$ cat config.mk
export PLATFORM = sky130hd
export DESIGN_NAME = flash_precond_seq
export DESIGN_NICKNAME = d
export VERILOG_FILES = /design/src/rtl/fps_pkg.sv /design/src/rtl/fps_wait_timer.sv /design/src/rtl/fps_word_cursor.sv /design/src/rtl/flash_precond_seq.sv
export SDC_FILE = /design/constraint.sdc
export NUM_CORES = 1
export LEC_CHECK = 0
export ABC_CLOCK_PERIOD_IN_PS = 6590
export BUFFER_PORTS_ARGS = -buffer_cell sky130_fd_sc_hd__buf_2
export CAP_MARGIN = 15
export CORE_ASPECT_RATIO = 1.25
export CORE_UTILIZATION = 49
export CTS_CLUSTER_SIZE = 16
export DETAILED_ROUTE_END_ITERATION = 16
export MAX_ROUTING_LAYER = met4
export PLACE_DENSITY = 0.71
export SLEW_MARGIN = 20
export SYNTH_ARGS = -nofsm -noshare
export SYNTH_HDL_FRONTEND = slang
export SYNTH_SLANG_ARGS = --single-unit
$ cat constraint.sdc
create_clock -name clk -period 6.59 [get_ports clk]
set_input_delay 1.318 -clock clk [delete_from_list [all_inputs] [get_ports clk]]
set_output_delay 1.318 -clock clk [all_outputs]
set_load 0.01 [all_outputs]
$ cat src/rtl/fps_pkg.sv
package fps_pkg;
  typedef enum logic [2:0] {
    SEL_SECTOR = 3'd0,
    SEL_ENABLE = 3'd1,
    SEL_CTRL   = 3'd2,
    SEL_PUMP   = 3'd3,
    SEL_WADDR  = 3'd4,
    SEL_WDATA  = 3'd5
  } reg_sel_e;

  localparam logic [15:0] BASE_MAIN = 16'h0080;
  localparam logic [15:0] BASE_RED  = 16'h0100;
  localparam logic [15:0] VFY_XOR   = 16'h0004;
  localparam logic [15:0] PRG_XOR   = 16'h0003;
  localparam logic [15:0] PUMP_ON   = 16'h0005;

  typedef enum logic [4:0] {
    ST_IDLE, ST_EN_SECT, ST_EN_CORE,
    ST_V_ADDR, ST_V_CTRL, ST_V_SETUP, ST_V_PUMP, ST_V_ACC,
    ST_V_READ, ST_V_CAPT, ST_V_CLRP, ST_V_CLRC, ST_V_DECIDE,
    ST_P_DATA, ST_P_CTRL, ST_P_SETUP, ST_P_PUMP, ST_P_PULSE,
    ST_P_OFF, ST_P_HOLD, ST_P_CLRP, ST_P_CLRC, ST_P_COUNT,
    ST_W_NEXT, ST_FIN
  } st_e;
endpackage

$ cat src/rtl/fps_wait_timer.sv
module fps_wait_timer #(
  parameter int TW = 8
) (
  input  logic          clk,
  input  logic          rst_n,
  input  logic          load,
  input  logic [TW-1:0] load_val,
  output logic          expired
);
  logic [TW-1:0] cnt_q, cnt_d;

  always_comb begin
    cnt_d = cnt_q;
    if (load)             cnt_d = load_val;
    else if (cnt_q != '0) cnt_d = cnt_q - 1'b1;
  end

  always_ff @(posedge clk or negedge rst_n) begin
    if (!rst_n) cnt_q <= '0;
    else        cnt_q <= cnt_d;
  end

  assign expired = (cnt_q == '0);
endmodule

$ cat src/rtl/fps_word_cursor.sv
module fps_word_cursor #(
  parameter int AW         = 8,
  parameter int MAX_PULSES = 8,
  localparam int BW        = $clog2(MAX_PULSES + 1)
) (
  input  logic          clk,
  input  logic          rst_n,
  input  logic          init,
  input  logic [AW-1:0] init_addr,
  input  logic          step,
  input  logic          spend,
  output logic [AW-1:0] addr,
  output logic          last_pulse
);
  logic [AW-1:0] addr_q, addr_d;
  logic [BW-1:0] bud_q, bud_d;
  logic          addr_en, bud_en;

  assign addr_en = init | step;
  assign bud_en  = init | step | spend;

  always_comb begin
    addr_d = init ? init_addr : addr_q + 1'b1;
    bud_d  = (init | step) ? BW'(MAX_PULSES) : bud_q - 1'b1;
  end

  always_ff @(posedge clk or negedge rst_n) begin
    if (!rst_n) begin
      addr_q <= '0;
      bud_q  <= '0;
    end else begin
      if (addr_en) addr_q <= addr_d;
      if (bud_en)  bud_q  <= bud_d;
    end
  end

  assign addr       = addr_q;
  assign last_pulse = (bud_q == BW'(1));
endmodule

$ cat src/rtl/flash_precond_seq.sv
module flash_precond_seq
  import fps_pkg::*;
#(
  parameter int AW         = 8,
  parameter int SEC_W      = 4,
  parameter int RED_WORDS  = 32,
  parameter int MAX_PULSES = 8,
  parameter int PC_W       = 16,
  parameter int T_PVSU     = 4,
  parameter int T_PVA      = 3,
  parameter int T_PSU      = 5,
  parameter int T_PROG     = 10,
  parameter int T_PH       = 2
) (
  input  logic             clk,
  input  logic             rst_n,
  input  logic             start,
  input  logic [SEC_W-1:0] sector_id,
  input  logic [AW-1:0]    sec_first,
  input  logic [AW-1:0]    sec_last,
  output logic             reg_we,
  output logic [2:0]       reg_sel,
  output logic [15:0]      reg_wdata,
  output logic             arr_rd,
  output logic [AW-1:0]    arr_addr,
  input  logic [15:0]      arr_rdata,
  output logic             reg_mode,
  output logic             busy,
  output logic             done,
  output logic             err,
  output logic [PC_W-1:0]  pulse_cnt
);
  localparam int TW = $clog2(T_PVSU + T_PVA + T_PSU + T_PROG + T_PH + 1);

  // reset: asserted asynchronously, released on the clock
  logic [1:0] rst_sync;
  logic       rst_ni;
  always_ff @(posedge clk or negedge rst_n) begin
    if (!rst_n) rst_sync <= 2'b00;
    else        rst_sync <= {rst_sync[0], 1'b1};
  end
  assign rst_ni = rst_sync[1];

  st_e            st_q, st_d;
  logic           pass_q, fail_q, done_q, err_q;
  logic [AW-1:0]  last_q;
  logic [2:0]     clr_q;
  logic [15:0]    rd_q;
  logic [PC_W-1:0] pc_q;

  logic           t_load, t_exp;
  logic [TW-1:0]  t_val;
  logic           cur_init, cur_step, cur_spend, cur_last;
  logic [AW-1:0]  cur_addr, init_addr;
  logic           at_end, go, pass_sw;
  logic [15:0]    base;

  assign go       = (st_q == ST_IDLE) && start;
  assign at_end   = (cur_addr == last_q);
  assign pass_sw  = (st_q == ST_W_NEXT) && at_end && !pass_q;
  assign cur_init = go || pass_sw;
  assign cur_step = (st_q == ST_W_NEXT) && !at_end;
  assign cur_spend = (st_q == ST_P_COUNT);
  assign init_addr = sec_first;
  assign base     = pass_q ? BASE_RED : BASE_MAIN;

  fps_wait_timer #(.TW(TW)) u_timer (
    .clk(clk), .rst_n(rst_ni), .load(t_load), .load_val(t_val), .expired(t_exp)
  );

  fps_word_cursor #(.AW(AW), .MAX_PULSES(MAX_PULSES)) u_cursor (
    .clk(clk), .rst_n(rst_ni), .init(cur_init), .init_addr(init_addr),
    .step(cur_step), .spend(cur_spend), .addr(cur_addr), .last_pulse(cur_last)
  );

  // next-state
  always_comb begin
    st_d = st_q;
    unique case (st_q)
      ST_IDLE:     if (start) st_d = ST_EN_SECT;
      ST_EN_SECT:  st_d = ST_EN_CORE;
      ST_EN_CORE:  st_d = ST_V_ADDR;
      ST_V_ADDR:   st_d = ST_V_CTRL;
      ST_V_CTRL:   st_d = ST_V_SETUP;
      ST_V_SETUP:  if (t_exp) st_d = ST_V_PUMP;
      ST_V_PUMP:   st_d = ST_V_ACC;
      ST_V_ACC:    if (t_exp) st_d = ST_V_READ;
      ST_V_READ:   st_d = ST_V_CAPT;
      ST_V_CAPT:   st_d = ST_V_CLRP;
      ST_V_CLRP:   st_d = ST_V_CLRC;
      ST_V_CLRC:   st_d = ST_V_DECIDE;
      ST_V_DECIDE: st_d = (rd_q == 16'h0000) ? ST_W_NEXT : ST_P_DATA;
      ST_P_DATA:   st_d = ST_P_CTRL;
      ST_P_CTRL:   st_d = ST_P_SETUP;
      ST_P_SETUP:  if (t_exp) st_d = ST_P_PUMP;
      ST_P_PUMP:   st_d = ST_P_PULSE;
      ST_P_PULSE:  if (t_exp) st_d = ST_P_OFF;
      ST_P_OFF:    st_d = ST_P_HOLD;
      ST_P_HOLD:   if (t_exp) st_d = ST_P_CLRP;
      ST_P_CLRP:   st_d = ST_P_CLRC;
      ST_P_CLRC:   st_d = ST_P_COUNT;
      ST_P_COUNT:  st_d = cur_last ? ST_FIN : ST_V_ADDR;
      ST_W_NEXT:   st_d = (at_end && pass_q) ? ST_FIN : ST_V_ADDR;
      ST_FIN:      if (clr_q == 3'd5) st_d = ST_IDLE;
      default:     st_d = ST_IDLE;
    endcase
  end

  // wait loads
  always_comb begin
    t_load = 1'b1;
    t_val  = '0;
    unique case (st_q)
      ST_V_CTRL: t_val = TW'(T_PVSU - 1);
      ST_V_PUMP: t_val = TW'(T_PVA - 1);
      ST_P_CTRL: t_val = TW'(T_PSU - 1);
      ST_P_PUMP: t_val = TW'(T_PROG - 1);
      ST_P_OFF:  t_val = TW'(T_PH - 1);
      default:   t_load = 1'b0;
    endcase
  end

  // register port
  always_comb begin
    reg_we    = 1'b1;
    reg_sel   = SEL_PUMP;
    reg_wdata = 16'h0000;
    unique case (st_q)
      ST_EN_SECT: begin reg_sel = SEL_SECTOR; reg_wdata = 16'(sector_id); end
      ST_EN_CORE: begin reg_sel = SEL_ENABLE; reg_wdata = 16'h0001; end
      ST_V_ADDR:  begin reg_sel = SEL_WADDR;  reg_wdata = 16'(cur_addr); end
      ST_V_CTRL:  begin reg_sel = SEL_CTRL;   reg_wdata = base ^ VFY_XOR; end
      ST_V_PUMP, ST_P_PUMP: reg_wdata = PUMP_ON;
      ST_V_CLRP, ST_P_CLRP, ST_P_OFF: reg_sel = SEL_PUMP;
      ST_V_CLRC, ST_P_CLRC: reg_sel = SEL_CTRL;
      ST_P_DATA:  begin reg_sel = SEL_WDATA;  reg_wdata = ~rd_q; end
      ST_P_CTRL:  begin reg_sel = SEL_CTRL;   reg_wdata = base ^ PRG_XOR; end
      ST_FIN: begin
        unique case (clr_q)
          3'd0:    reg_sel = SEL_PUMP;
          3'd1:    reg_sel = SEL_CTRL;
          3'd2:    reg_sel = SEL_WADDR;
          3'd3:    reg_sel = SEL_WDATA;
          3'd4:    reg_sel = SEL_ENABLE;
          default: reg_sel = SEL_SECTOR;
        endcase
      end
      default: reg_we = 1'b0;
    endcase
  end

  // state and bookkeeping registers
  always_ff @(posedge clk or negedge rst_ni) begin
    if (!rst_ni) begin
      st_q   <= ST_IDLE;
      pass_q <= 1'b0;
      fail_q <= 1'b0;
      done_q <= 1'b0;
      err_q  <= 1'b0;
      last_q <= '0;
      clr_q  <= '0;
      rd_q   <= '0;
      pc_q   <= '0;
    end else begin
      st_q <= st_d;
      if (go) begin
        pass_q <= 1'b0;
        fail_q <= 1'b0;
        done_q <= 1'b0;
        err_q  <= 1'b0;
        last_q <= sec_last;
        pc_q   <= '0;
      end
      if (pass_sw) begin
        pass_q <= 1'b1;
        last_q <= sec_first + AW'(RED_WORDS - 1);
      end
      if (st_q == ST_V_CAPT) rd_q <= arr_rdata;
      if (cur_spend) begin
        pc_q <= pc_q + 1'b1;
        if (cur_last) fail_q <= 1'b1;
      end
      if (st_q == ST_FIN) begin
        clr_q <= clr_q + 1'b1;
        if (clr_q == 3'd5) begin
          done_q <= !fail_q;
          err_q  <= fail_q;
        end
      end else begin
        clr_q <= '0;
      end
    end
  end

  assign arr_rd    = (st_q == ST_V_READ);
  assign arr_addr  = cur_addr;
  assign reg_mode  = (st_q != ST_IDLE) && (st_q != ST_V_READ);
  assign busy      = (st_q != ST_IDLE);
  assign done      = done_q;
  assign err       = err_q;
  assign pulse_cnt = pc_q;
endmodule

==> impl_metrics.ini <==
[detailed_routing]
dr_wl_met3_um = 545
drc = 0
wl_per_cell_um = 16.4
dr.first_iter.drc_count = 213
wl_met1_um = 4650
firstDrtPassIters = 5
num_vias = 4052
via_per_inst = 5.83
ant_nets = 0
met2_length_um = 5870
route.top_layer_used = met4
wl_um = 11400

[global_route]
grt_pass1_vias = 3959
gr-total-overflow = 0
antenna_found_initial = 0
grt.total_usage_pct = 27.4
grt_start_max_net_pins = 70
grt_pass1_wl_um = 19000

[final_layout]
synthToLayoutAreaGrowth_pct = 16.5
insertedDiodeCount = 0
layout-drive-gt1-share_pct = 23.5
layout_common_cells = buf_2, dfrtp_1, nand2_1
multiInputGateArea_um2 = 2430
regArea_um2 = 1780
fin_cells = 695
n_fill_cell = 819
final_common_cell = buf_2
nNetsFinal = 621

[floorplanning]
die_y_um = 108
core_um2 = 8700
die_w_um = 86.7
start_util_pct = 50.5
dieArea_um2 = 9350
rows = 38
pin_count = 88

[timing]
timing.slew.headroom_pct = 40.0
period_share_pct = 59.8
hold_violations = 0
rsz0062_at_grt = no
final_max_slew_viol_count = 0
clock.fmax_mhz = 254
hold_slack_ns = 0.367
finalWorstSetupSlack_ns = 2.65
finClkSkew_ns = 0.0101
setup-violations-final = 0
worst_slew_pin_slew_ns = 0.900
fin_crit_ns = 3.94
tns_ns = 0

[synth]
synth_edf_count = 0
synth_seq_cells = 71
ys_seq_area_share_pct = 40.5
synth.distinct_cells = 66
synth_cells = 499
syn_nets = 550
avgSynthCellArea_um2 = 8.80
synthArstFlopShare_pct = 100
syn-cell-area_um2 = 4390
synth_ff_type = dfrtp_1
yosys_warnings = 0

[setup_path]
cp_data_required_time_ns = 5.27
cp_slowest_cell = dfrtp_1
reg2reg_depth = 5
path_max_fanout = 31
crit_path_max_incr_delay_ns = 0.92
arrival_ns = 2.62
crit_buf_inv = 2
crit_path_start_kind = flip-flop
reg2reg_from = st_q[2]
reg2reg_slack_ns = 3.76
reg2reg_to = u_cursor.addr[7]
path_cells = nand2b_1 > nor2_1 > nand3_1 > inv_1 > or3_1 > buf_2
critical_path.top_delay_family = simple AND/OR/NAND/NOR gates
cp-end-kind = output pin
critical_path_class = flip-flop to output pin

[hold_path]
hold_path_class = flip-flop to flip-flop
holdPathEnd = rst_sync[1]
hold-path-cell-count = 0
min_from = rst_sync[0]

[placement]
dpl.cell_count = 679
hpwlAfterDp_um = 8320
dp_slack_ns = 3.09
numPortBuffers = 87
gp_congestion = 0.930

[pwr]
power_uw = 2350
p_leak_uw = 0.00241
ir_drop_uv = 199
p_per_area_nw_per_um2 = 460

[cts]
htree_levels = 3
clk_pin_slew_ns = 0.08
cts_tree = yes
post-cts-setup-buffers = 0
cts.sinks = 71
cts.path.max_buffers = 2
cts_made_buffers = 9
clkLatencyLatePin_ns = 0.35
cts_hold_buf = 0
post_cts_resized = 0
cts_root_buf = clkbuf_8

[run]
drv_cap = 0

[outcome]
status = finished, final reports clean
-- per-layer routing --
metal / vias to the layer above / global-route usage, %
li1: 1921 / -
met1: 1965 / 32.5
met2: 140 / 45.4
met3: 26 / 3.68
met4: 0 / 13.7
met5: - / -
-- flip-flops by register name, summed over array words and instances, names as in the netlist --
| name | count |
|---|---|
| fail_q | 1 |
| clr_q | 3 |
| pass_q | 1 |
| rd_q | 16 |
| last_q | 8 |
| done | 1 |
| u_cursor.bud_q | 4 |
| pulse_cnt | 16 |
| rst_sync | 2 |
| err | 1 |
| u_cursor.addr | 8 |
| u_timer.cnt_q | 5 |
| st_q | 5 |
-- report_power, final --
part	switching [uW]	internal (uW)
sequential	292	609
combinational	557	456
clock	173	264
-- logic make-up after synthesis --
group	count (synthesis)	synth area share, %
muxes	27	6.72
AOI/OAI and AO/OA	118	17.9
and+or+nand+nor	203	22.7
xor gates and xnor gates	22	4.39
DFF	71	40.5
other	1	0.0854
adders and majority gates	12	3.42
buffers and inverters	45	4.30
-- cell usage after synthesis, types with 6 or more instances --
cell,n,share of area [%]
dfrtp_1,71,40
nand2_1,62,5.3
nor2_1,51,4.4
o21ai_0,41,4.7
mux2_2,20,5.1
nand3_1,19,2.2
a21oi_1,18,2.1
xor2_1,18,3.6
inv_1,17,1.5
nor3_1,14,1.6
buf_2,12,1.4
ha_1,12,3.4
clkbuf_1,11,0.94
nor4_1,9,1.3
and3_1,8,1.1
nand2b_1,8,1.1
a31oi_1,7,1.0
mux2i_1,7,1.6
nor2b_1,6,0.85
o21a_1,6,1.0
-- area by class of cell --
type                       count  area share [%]
tap                          120            2.94
clock buffer                  10            2.69
sequential                    71            34.8
clock inverter                 6            2.27
timing repair buffer          88            8.66
multi-input combinational    383            47.4
inverter                      17            1.25
-- stage by stage --
stage	util (%)	cell area (um2)
after floorplan	-	4390
after global placement	55.9	4860
after detailed placement	55.9	4860
after CTS	58.8	5110
after global routing	58.8	5110
final	58.8	5110
-- worst max path at each step --
stage | startpoint | to | slack [ns] | cells after the start
detailed placement | st_q[4] | reg_sel[2] | 3.09 | 6
finish | st_q[4] | reg_sel[2] | 2.65 | 6
global route | st_q[4] | reg_sel[2] | 2.44 | 6
floorplan | sector_id[2] | reg_wdata[2] | 3.38 | 3
global placement | st_q[4] | reg_sel[2] | 3.14 | 6
CTS | st_q[4] | reg_sel[2] | 2.69 | 6
Note: power is estimated with default switching activity, not from simulation.
